<file path="src/rtl/scl_timing_pkg.sv">
package scl_timing_pkg;
  localparam int unsigned CW = 16;

  typedef struct packed {
    logic [CW-1:0] period;
    logic [CW-1:0] half;
    logic [CW-1:0] fall_dly;
    logic [CW-1:0] rise_dly;
  } scl_cfg_t;
endpackage

</file>
<file path="src/rtl/scl_cfg_norm.sv">
module scl_cfg_norm
  import scl_timing_pkg::*;
#(
  parameter int unsigned W = CW
) (
  input  logic           clk,
  input  logic           rst,
  input  logic [W-1:0]   div_val,
  input  logic [2*W-1:0] dly_word,
  output scl_cfg_t       cfg
);
  localparam logic [W-1:0] MIN_PER = W'(2);

  logic [W-1:0] per, hf, f_raw, r_raw;

  always_comb begin
    per = {div_val[W-1:1], 1'b0};
    if (per < MIN_PER) per = MIN_PER;
    hf    = per >> 1;
    f_raw = dly_word[2*W-1:W];
    r_raw = dly_word[W-1:0];
  end

  always_ff @(posedge clk) begin
    if (rst) begin
      cfg.period   <= MIN_PER;
      cfg.half     <= W'(1);
      cfg.fall_dly <= '0;
      cfg.rise_dly <= '0;
    end else begin
      cfg.period   <= per;
      cfg.half     <= hf;
      cfg.fall_dly <= (f_raw > hf) ? hf : f_raw;
      cfg.rise_dly <= (r_raw > hf) ? hf : r_raw;
    end
  end
endmodule

</file>
<file path="src/rtl/scl_phase_gen.sv">
module scl_phase_gen #(
  parameter int unsigned W = 16
) (
  input  logic         clk,
  input  logic         rst,
  input  logic         en,
  input  logic [W-1:0] half,
  input  logic         scl_in,
  output logic         scl_low,
  output logic         running
);
  logic [W-1:0] cnt;
  logic         last;

  assign last = (cnt == half - W'(1));

  always_ff @(posedge clk) begin
    if (rst || !en) begin
      running <= 1'b0;
      scl_low <= 1'b0;
      cnt     <= '0;
    end else if (!running) begin
      running <= 1'b1;
      scl_low <= 1'b1;
      cnt     <= '0;
    end else if (scl_low) begin
      if (last) begin
        scl_low <= 1'b0;
        cnt     <= '0;
      end else begin
        cnt <= cnt + W'(1);
      end
    end else if (scl_in) begin
      if (last) begin
        scl_low <= 1'b1;
        cnt     <= '0;
      end else begin
        cnt <= cnt + W'(1);
      end
    end
  end
endmodule

</file>
<file path="src/rtl/scl_edge_strobe.sv">
module scl_edge_strobe #(
  parameter int unsigned W = 16
) (
  input  logic         clk,
  input  logic         rst,
  input  logic         active,
  input  logic         evt,
  input  logic [W-1:0] dly,
  output logic         stb
);
  logic         armed;
  logic [W-1:0] elap, cur;
  logic         hit;

  always_comb begin
    cur = evt ? '0 : elap + W'(1);
    hit = (evt || armed) && (cur == dly);
  end

  always_ff @(posedge clk) begin
    if (rst || !active) begin
      armed <= 1'b0;
      elap  <= '0;
      stb   <= 1'b0;
    end else begin
      stb  <= hit;
      elap <= cur;
      if (hit)      armed <= 1'b0;
      else if (evt) armed <= 1'b1;
    end
  end
endmodule

</file>
<file path="src/rtl/scl_stretch_mon.sv">
module scl_stretch_mon #(
  parameter int unsigned W  = 16,
  parameter int unsigned TW = 16
) (
  input  logic          clk,
  input  logic          rst,
  input  logic          active,
  input  logic          scl_low,
  input  logic          scl_in,
  input  logic [W-1:0]  period,
  input  logic [TW-1:0] limit,
  input  logic          clr,
  output logic          flag
);
  logic [W-1:0]  sub;
  logic [TW-1:0] per;
  logic          stretched, wrap, set;

  always_comb begin
    stretched = active && !scl_low && !scl_in;
    wrap      = (sub == period - W'(1));
    set       = stretched && wrap && (limit != '0) &&
                ({1'b0, per} + (TW+1)'(1) == {1'b0, limit});
  end

  always_ff @(posedge clk) begin
    if (rst) begin
      sub  <= '0;
      per  <= '0;
      flag <= 1'b0;
    end else begin
      if (!stretched) begin
        sub <= '0;
        per <= '0;
      end else if (wrap) begin
        sub <= '0;
        if (per != '1) per <= per + TW'(1);
      end else begin
        sub <= sub + W'(1);
      end
      if (set)      flag <= 1'b1;
      else if (clr) flag <= 1'b0;
    end
  end
endmodule

</file>
<file path="src/rtl/scl_timing_gen.sv">
module scl_timing_gen
  import scl_timing_pkg::*;
#(
  parameter int unsigned TMO_W = 16
) (
  input  logic              clk,
  input  logic              rst,
  input  logic              en,
  input  logic [CW-1:0]     div_val,
  input  logic [2*CW-1:0]   dly_word,
  input  logic [TMO_W-1:0]  tmo_cycles,
  input  logic              tmo_clr,
  input  logic              scl_in,
  output logic              scl_drive_low,
  output logic              drive_stb,
  output logic              sample_stb,
  output logic              tmo_flag
);
  localparam int unsigned N_EDGE = 2;

  scl_cfg_t    cfg;
  logic        running, scl_low, prev_low, prev_in;
  logic [N_EDGE-1:0] evt, stb;
  logic [CW-1:0]     dly [N_EDGE];

  scl_cfg_norm #(.W(CW)) u_cfg (
    .clk(clk), .rst(rst), .div_val(div_val), .dly_word(dly_word), .cfg(cfg)
  );

  scl_phase_gen #(.W(CW)) u_phase (
    .clk(clk), .rst(rst), .en(en), .half(cfg.half), .scl_in(scl_in),
    .scl_low(scl_low), .running(running)
  );

  always_ff @(posedge clk) begin
    if (rst) begin
      prev_low <= 1'b0;
      prev_in  <= 1'b1;
    end else begin
      prev_low <= scl_low;
      prev_in  <= scl_in;
    end
  end

  assign evt[0] = scl_low && !prev_low;
  assign evt[1] = running && !scl_low && scl_in && !prev_in;
  assign dly[0] = cfg.fall_dly;
  assign dly[1] = cfg.rise_dly;

  for (genvar g = 0; g < N_EDGE; g++) begin : g_edge
    scl_edge_strobe #(.W(CW)) u_stb (
      .clk(clk), .rst(rst), .active(running), .evt(evt[g]),
      .dly(dly[g]), .stb(stb[g])
    );
  end

  scl_stretch_mon #(.W(CW), .TW(TMO_W)) u_mon (
    .clk(clk), .rst(rst), .active(running), .scl_low(scl_low),
    .scl_in(scl_in), .period(cfg.period), .limit(tmo_cycles),
    .clr(tmo_clr), .flag(tmo_flag)
  );

  assign scl_drive_low = scl_low;
  assign drive_stb     = stb[0];
  assign sample_stb    = stb[1];
endmodule

</file>
<file path="config.mk">
export PLATFORM = sky130hd
export DESIGN_NAME = scl_timing_gen
export DESIGN_NICKNAME = d
export VERILOG_FILES = /design/src/rtl/scl_timing_pkg.sv /design/src/rtl/scl_cfg_norm.sv /design/src/rtl/scl_phase_gen.sv /design/src/rtl/scl_edge_strobe.sv /design/src/rtl/scl_stretch_mon.sv /design/src/rtl/scl_timing_gen.sv
export SDC_FILE = /design/constraint.sdc
export NUM_CORES = 1
export LEC_CHECK = 0
export ABC_AREA = 1
export BUFFER_PORTS_ARGS = -buffer_cell sky130_fd_sc_hd__buf_2
export CAP_MARGIN = 20
export CORE_MARGIN = 5
export CORE_UTILIZATION = 60
export DETAILED_ROUTE_END_ITERATION = 10
export PLACE_DENSITY = 0.88
export SLEW_MARGIN = 20
export SYNTH_ARGS = -nofsm -noshare
export SYNTH_HDL_FRONTEND = slang
export SYNTH_SLANG_ARGS = --single-unit
</file>
<file path="constraint.sdc">
create_clock -name clk -period 3 [get_ports clk]
set_input_delay 0.6 -clock clk [delete_from_list [all_inputs] [get_ports clk]]
set_output_delay 0.6 -clock clk [all_outputs]
set_load 0.03 [all_outputs]
</file>
# After elaboration in Yosys (flattened, before gate mapping)
# Index checks and enable logic that the tools add are counted.
# W data, S select, Z words.
[word_totals]
ff_bits = 153
latchBits = 0
ramBits = 0
rom_bits = 0
input_bits = 69
out_inout_bits = 4
wordCells = 87
memories = 0
[classes]
n_addsub = 8
n_mul = 0
n_div = 0
magnitude_cmp = 3
eq_ne = 6
shifts = 0
n_mux = 16
bitwise_logic = 2
reduce_logical = 31
[ops]
columns = ["op", "n"]
rows = [
  ["$mux W16", 6],
  ["$add A16 B1 Y16 const B", 5],
  ["$eq A16 B16 Y1", 4],
  ["$gt A16 B15 Y1", 2],
  ["$sub A16 B1 Y16 const B", 2],
  ["$mux W15", 2],
  ["$add A16 B1 Y17 const B", 1],
  ["$eq A17 B16 Y1", 1],
  ["$lt A16 B2 Y1 const B", 1],
  ["$ne A16 B16 Y1 const B", 1],
  ["$reduce_bool A16 Y1", 1],
  ["$reduce_or A2 Y1", 6],
  ["$logic_and A1 B1 Y1", 10],
  ["$mux W1", 8],
  ["$logic_not A1 Y1", 6],
  ["$logic_or A1 B1 Y1", 4],
  ["$reduce_bool A2 Y1", 2],
  ["$reduce_or A3 Y1", 1],
  ["$not A1 Y1", 2],
  ["$reduce_and A2 Y1", 1],
]

# Depth between registers and ports, before layout
[logic_depth]
depth_word = 8
ltp_mapped = 18
ltp_nobuf = 17

# Hierarchy
# A second synthesis with hierarchy kept.
[unflattened]
hier_cells = 1679
area_unflattened_um2 = 10284.9
[by_module_without_submodules]
columns = ["module", "n_inst", "cells_per_inst", "area_each_um2", "seq_area_each_um2"]
rows = [
  ["scl_stretch_mon", 1, 561, 3126.7, 660.6],
  ["scl_cfg_norm", 1, 351, 2715.1, 940.9],
  ["scl_edge_strobe", 2, 242, 1353.8, 360.3],
  ["scl_phase_gen", 1, 273, 1662.8, 360.3],
  ["scl_timing_gen", 1, 10, 72.6, 40.0],
]

# Worst setup path before layout
# No wires, ideal clock.
[synth_timing]
path_kind = "input to register"
startpoint = "in div_val[8]"
endpoint = "reg u_cfg.cfg[10] (netlist name)"
setup_ns = 0.115
arrival_ns = 2.280
required_time_ns = 2.885
setup_slack_ns = 0.605
cell_stages = 15
path_buffers = 1
cell_sequence = "inv_1 -> nand4_1 -> nor2_1 -> a31oi_1 -> inv_1 -> ha_1 -> o211ai_1 -> nand2_1 -> o211ai_1 -> nand2_1 -> o211ai_1 -> clkbuf_1 -> nand3_1 -> nand2_1 -> nor2_1"
[synth_between]
elab_chain_len = 4
[synth_rtl]
columns = ["element", "line", "rtl"]
rows = [
  ["from (decl)", "scl_timing_gen.sv:9", "input logic [CW-1:0] div_val,"],
  ["$lt A16 B2 Y1", "scl_cfg_norm.sv:18", "if (per < MIN_PER) per = MIN_PER;"],
  ["$mux W16", "scl_cfg_norm.sv:18", ""],
  ["named net u_cfg.per[1]", "scl_cfg_norm.sv:14", "logic [W-1:0] per, hf, f_raw, r_raw;"],
  ["$gt A16 B15 Y1", "scl_cfg_norm.sv:34", "cfg.rise_dly <= (r_raw > hf) ? hf : r_raw;"],
  ["$mux W15", "scl_cfg_norm.sv:34", ""],
]
# The timed path passes the listed nets, and every way through them passes these cells.
# A chain may end at the register's enable or synchronous reset.

# Worst setup path in the final report
[layout_timing]
startpoint = "reg u_cfg.cfg[49] (netlist name)"
endpoint = "reg u_mon.per[9]"
[layout_between]
elab_chain_len = 3
[layout_rtl]
columns = ["element", "line", "rtl"]
rows = [
  ["$sub A16 B1 Y16", "scl_stretch_mon.sv:21", "wrap = (sub == period - W'(1));"],
  ["$eq A16 B16 Y1", "scl_stretch_mon.sv:21", ""],
  ["$reduce_and A2 Y1 (no line)", "n/a", ""],
  ["to (signal assigned)", "scl_stretch_mon.sv:37", "if (per != '1) per <= per + TW'(1);"],
  ["to (decl)", "scl_stretch_mon.sv:16", "logic [TW-1:0] per;"],
]
# No other way between the ends.

==> metrics.md <==
| Metric | Value |
|---|---|
| Slew Viols, Final | 0 |
| Slew @ Worst Pin | 0.6047 ns |
| Cell Area, Synth | ~8800 um2 |
| Placed cells | 1,640 |
| Critical Path, Cell by Cell | inv_2, ha_1, nand2_1, inv_1, nor2_1, nand2_1, nor2_1, nand2_1, nor2_1, nand2_1, nor2_1, nand3_2, nor2_4, nand2_4, nand2_1, nand2_1, nor2_1 |
| Worst min path class | in -> reg |
| RSZ-0062 raised after global routing | no |
| Ranking of synthesized cells by area | dfxtp_1 (31%), nand2_1 (15%), nor2_1 (11%) |
| Deepest clock path buffer count | 2 |
| PwrDens | approximately 470 nW/um2 |
| Max-slew headroom | 0.5954 |
| FFs w/ async S/R, synth | 0 |
| Area of the core | 14,480 um2 |
| Critical setup path kind | reg -> reg |
| Wire per inst | 13.71 um |
| Largest net degree at the start of global routing | 36 |
| Routed Antenna Nets | 0 |
| Number of DRC markers in iteration 0 | 916 |
| Area grow syn2layout | 14.57% |
| Gpl congestion | ~0.96 |
| Clock Skew | approximately 0.0074 ns |
| Share of layout cells above drive strength 1 | 0.1028 |
| Die X-Extent | 131.0 um |
| Setup Viol. Count Final | 0 |
| DPL Wire Length | 17,430 um |
| Worst-Skew Late Latency | 0.43 ns |
| Number of flops mapped to enable cells by yosys | 0 |
| CTS tree | done |
| Gr usage total | 0.2782 |
| Inserted Clock Buffers | 17 |
| Multi-input logic area | 5314 um2 |
| Synthesized flop and latch total | 136 |
| Critical path required time | approximately 3.4 ns |
| Final min period | 2.658 ns |
| Synth cell types | 43 |
| Worst VDD drop | 382.9 uV |
| Final #Nets | 1,580 |
| Vias/cell | 5.448 |
| Post-cts resize count | 0 |
| Crit end category | flip-flop |
| Final Hold Viols | 0 |
| CP bufs+invs | 2 |
| Initial core utilization | 0.6072 |
| Hold Slack | 0.4093 ns |
| Max-cap viol count | 0 |
| Pre-antenna DRT Iters | 6 |
| Clock sinks | ~140 |
| Number of hold buffers added after cts | 0 |
| Root Driver | clkbuf_16 |
| Fin Setup TNS | 0 ns |
| Pleak | 4.720 nW |
| Port bufs | 71 |
| Fmax | 0.3762 GHz |
| Final clock period utilization by the worst path | 0.8861 |
| Type of origin of the critical path | flip-flop |
| Cell Rows | 44 |
| Most frequent cells after synthesis | nand2_1 (342), nor2_1 (264), nand3_1 (174), inv_1 (166), dfxtp_1 (136) |
| FF/Latch Area | about 2700 um2 |
| Final non-filler cell total | roughly 1,700 |
| Initial antenna violation count | 0 |
| Post-synth top area share | 0.3097 |
| Register area share after synthesis | 0.3097 |
| Number of global-route vias before repair | 8,375 |
| First-pass GRT wire length | 38,410 um |
| Ports | between 70 and 80 |
| Die Ht | ~130 um |
| Reg clk slew, reported paths | ~0.06 ns |
| Crit path DAT | 3.02 ns |
| Status | complete, no violations |
| Fill count | 1,233 |
| Synth warnings | 0 |
| Routed WL | 22,920 um |
| Crit-path most repeated cell | nand2_1 |
| Mapped Avg Cell Area | 6.311 um2 |
| Count leader, synth | nand2_1 |
| Crit path max fanout | 22 |
| Via count | 9,109 |
| Flop2flop setup slack | 0.34 ns |
| DRC viols | 0 |
| Die area | roughly 17,000 um2 |
| Delay-heaviest family, CP | simple AND/OR/NAND/NOR gates |
| Gate Count Post-Synth | 1,393 |
| PnR Total Power | 4.735 mW |
| Post-CTS setup buffers | 0 |
| Top_reg_cell synth | dfxtp_1 |
| Critical Path Max Stage Delay | roughly 0.43 ns |
| Largest area contributor in the netlist | dfxtp_1 |
| N_diodes | 0 |
| Critical-path top delay cell | dfxtp_1 |
| Gr ovfl total | 0 |
| CTS H-Tree Depth | 4 |
per-layer routing:
metal,vias up,part of all wire,global-route usage
li1,4647,-,-
met1,4054,0.43,0.3591
met2,345,0.47,0.4651
met3,63,0.074,0.04959
met4,0,0.027,0.1034
met5,-,0,0
cells in the final DEF, fill, tap and decap left out, types with 5 or more instances in the layout:
master     instances
a21oi_1           47
buf_2             71
buf_4             15
clkbuf_16         17
dfxtp_1          136
ha_1              36
inv_1            166
nand2_1          342
nand2_2            9
nand3_1          174
nand3b_1           9
nand4_1           36
nor2_1           264
nor3_1            22
o211ai_1           8
o21ai_0           18
or2_2              5
xnor2_1           15
xor2_1            28
path summary, 6_finish.rpt:
kind,from,cells past startpoint,to
setup / recovery,u_cfg.cfg[49]$_SDFF_PP1_,17,u_mon.per[9]$_SDFFE_PP0P_
hold / removal,tmo_clr,4,u_mon.flag$_SDFFE_PP0P_
setup reg to reg,u_cfg.cfg[49]$_SDFF_PP1_,17,u_mon.per[9]$_SDFFE_PP0P_
hold reg to reg,u_mon.flag$_SDFFE_PP0P_,2,u_mon.flag$_SDFFE_PP0P_
worst register-to-register path: cells and delay by family, from the launching register on:
kind	cells	cell delay, ns
AND/OR/NAND/NOR	14	1.65
flip-flops	1	0.43
adder cells (fa/ha/maj)	1	0.37
buffers and inverters	2	0.16
cell type report:
type                       count  share of cell area
clock inverter                13             0.01888
timing repair buffer          89             0.05242
tap                          184             0.02286
sequential                   136              0.2703
multi-input combinational   1062              0.5276
inverter                     169             0.06298
clock buffer                  19             0.04497
through the flow:
| step | setup slack (ns) | utilization | area (um2) |
|---|---|---|---|
| 6_report | 0.3416 | 0.6956 | 10070 |
| 5_1_grt | 0.03137 | 0.6956 | 10070 |
| 4_1_cts | 0.3705 | 0.6956 | 10070 |
| 3_5_place_dp | 0.2708 | 0.6512 | 9429 |
| 3_3_place_gp | 0.3211 | 0.6512 | 9429 |
| 2_1_floorplan | 0.6051 | - | 8795 |
where the power goes:
part	switching [mW]	internal [mW]	total, mW
clock	0.843	1.44	2.29
combinational	0.340	0.214	0.554
sequential	0.0363	1.86	1.90
total	1.22	3.52	4.74
logic make-up (layout without fill, tap and decap cells):
family,after synthesis,in the layout,synth area share
other,1,2,0.0004266
xor gates and xnor gates,47,47,0.05309
and+or+nand+nor,887,887,0.4401
AOI/OAI and AO/OA,90,90,0.05921
DFF,136,136,0.3097
adders and majority gates,36,36,0.05124
buffers and inverters,196,290,0.08625
state kept, by name (all words and copies together) (netlist names), 2 cells and up:
| name | flops |
|---|---|
| g_edge.u_stb.stb | 2 |
| g_edge.u_stb.armed | 2 |
| u_cfg.cfg | 47 |
| u_phase.cnt | 16 |
| u_mon.sub | 16 |
| u_mon.per | 16 |
| g_edge.u_stb.elap | 32 |
Note: power is estimated with default switching activity, not from simulation.
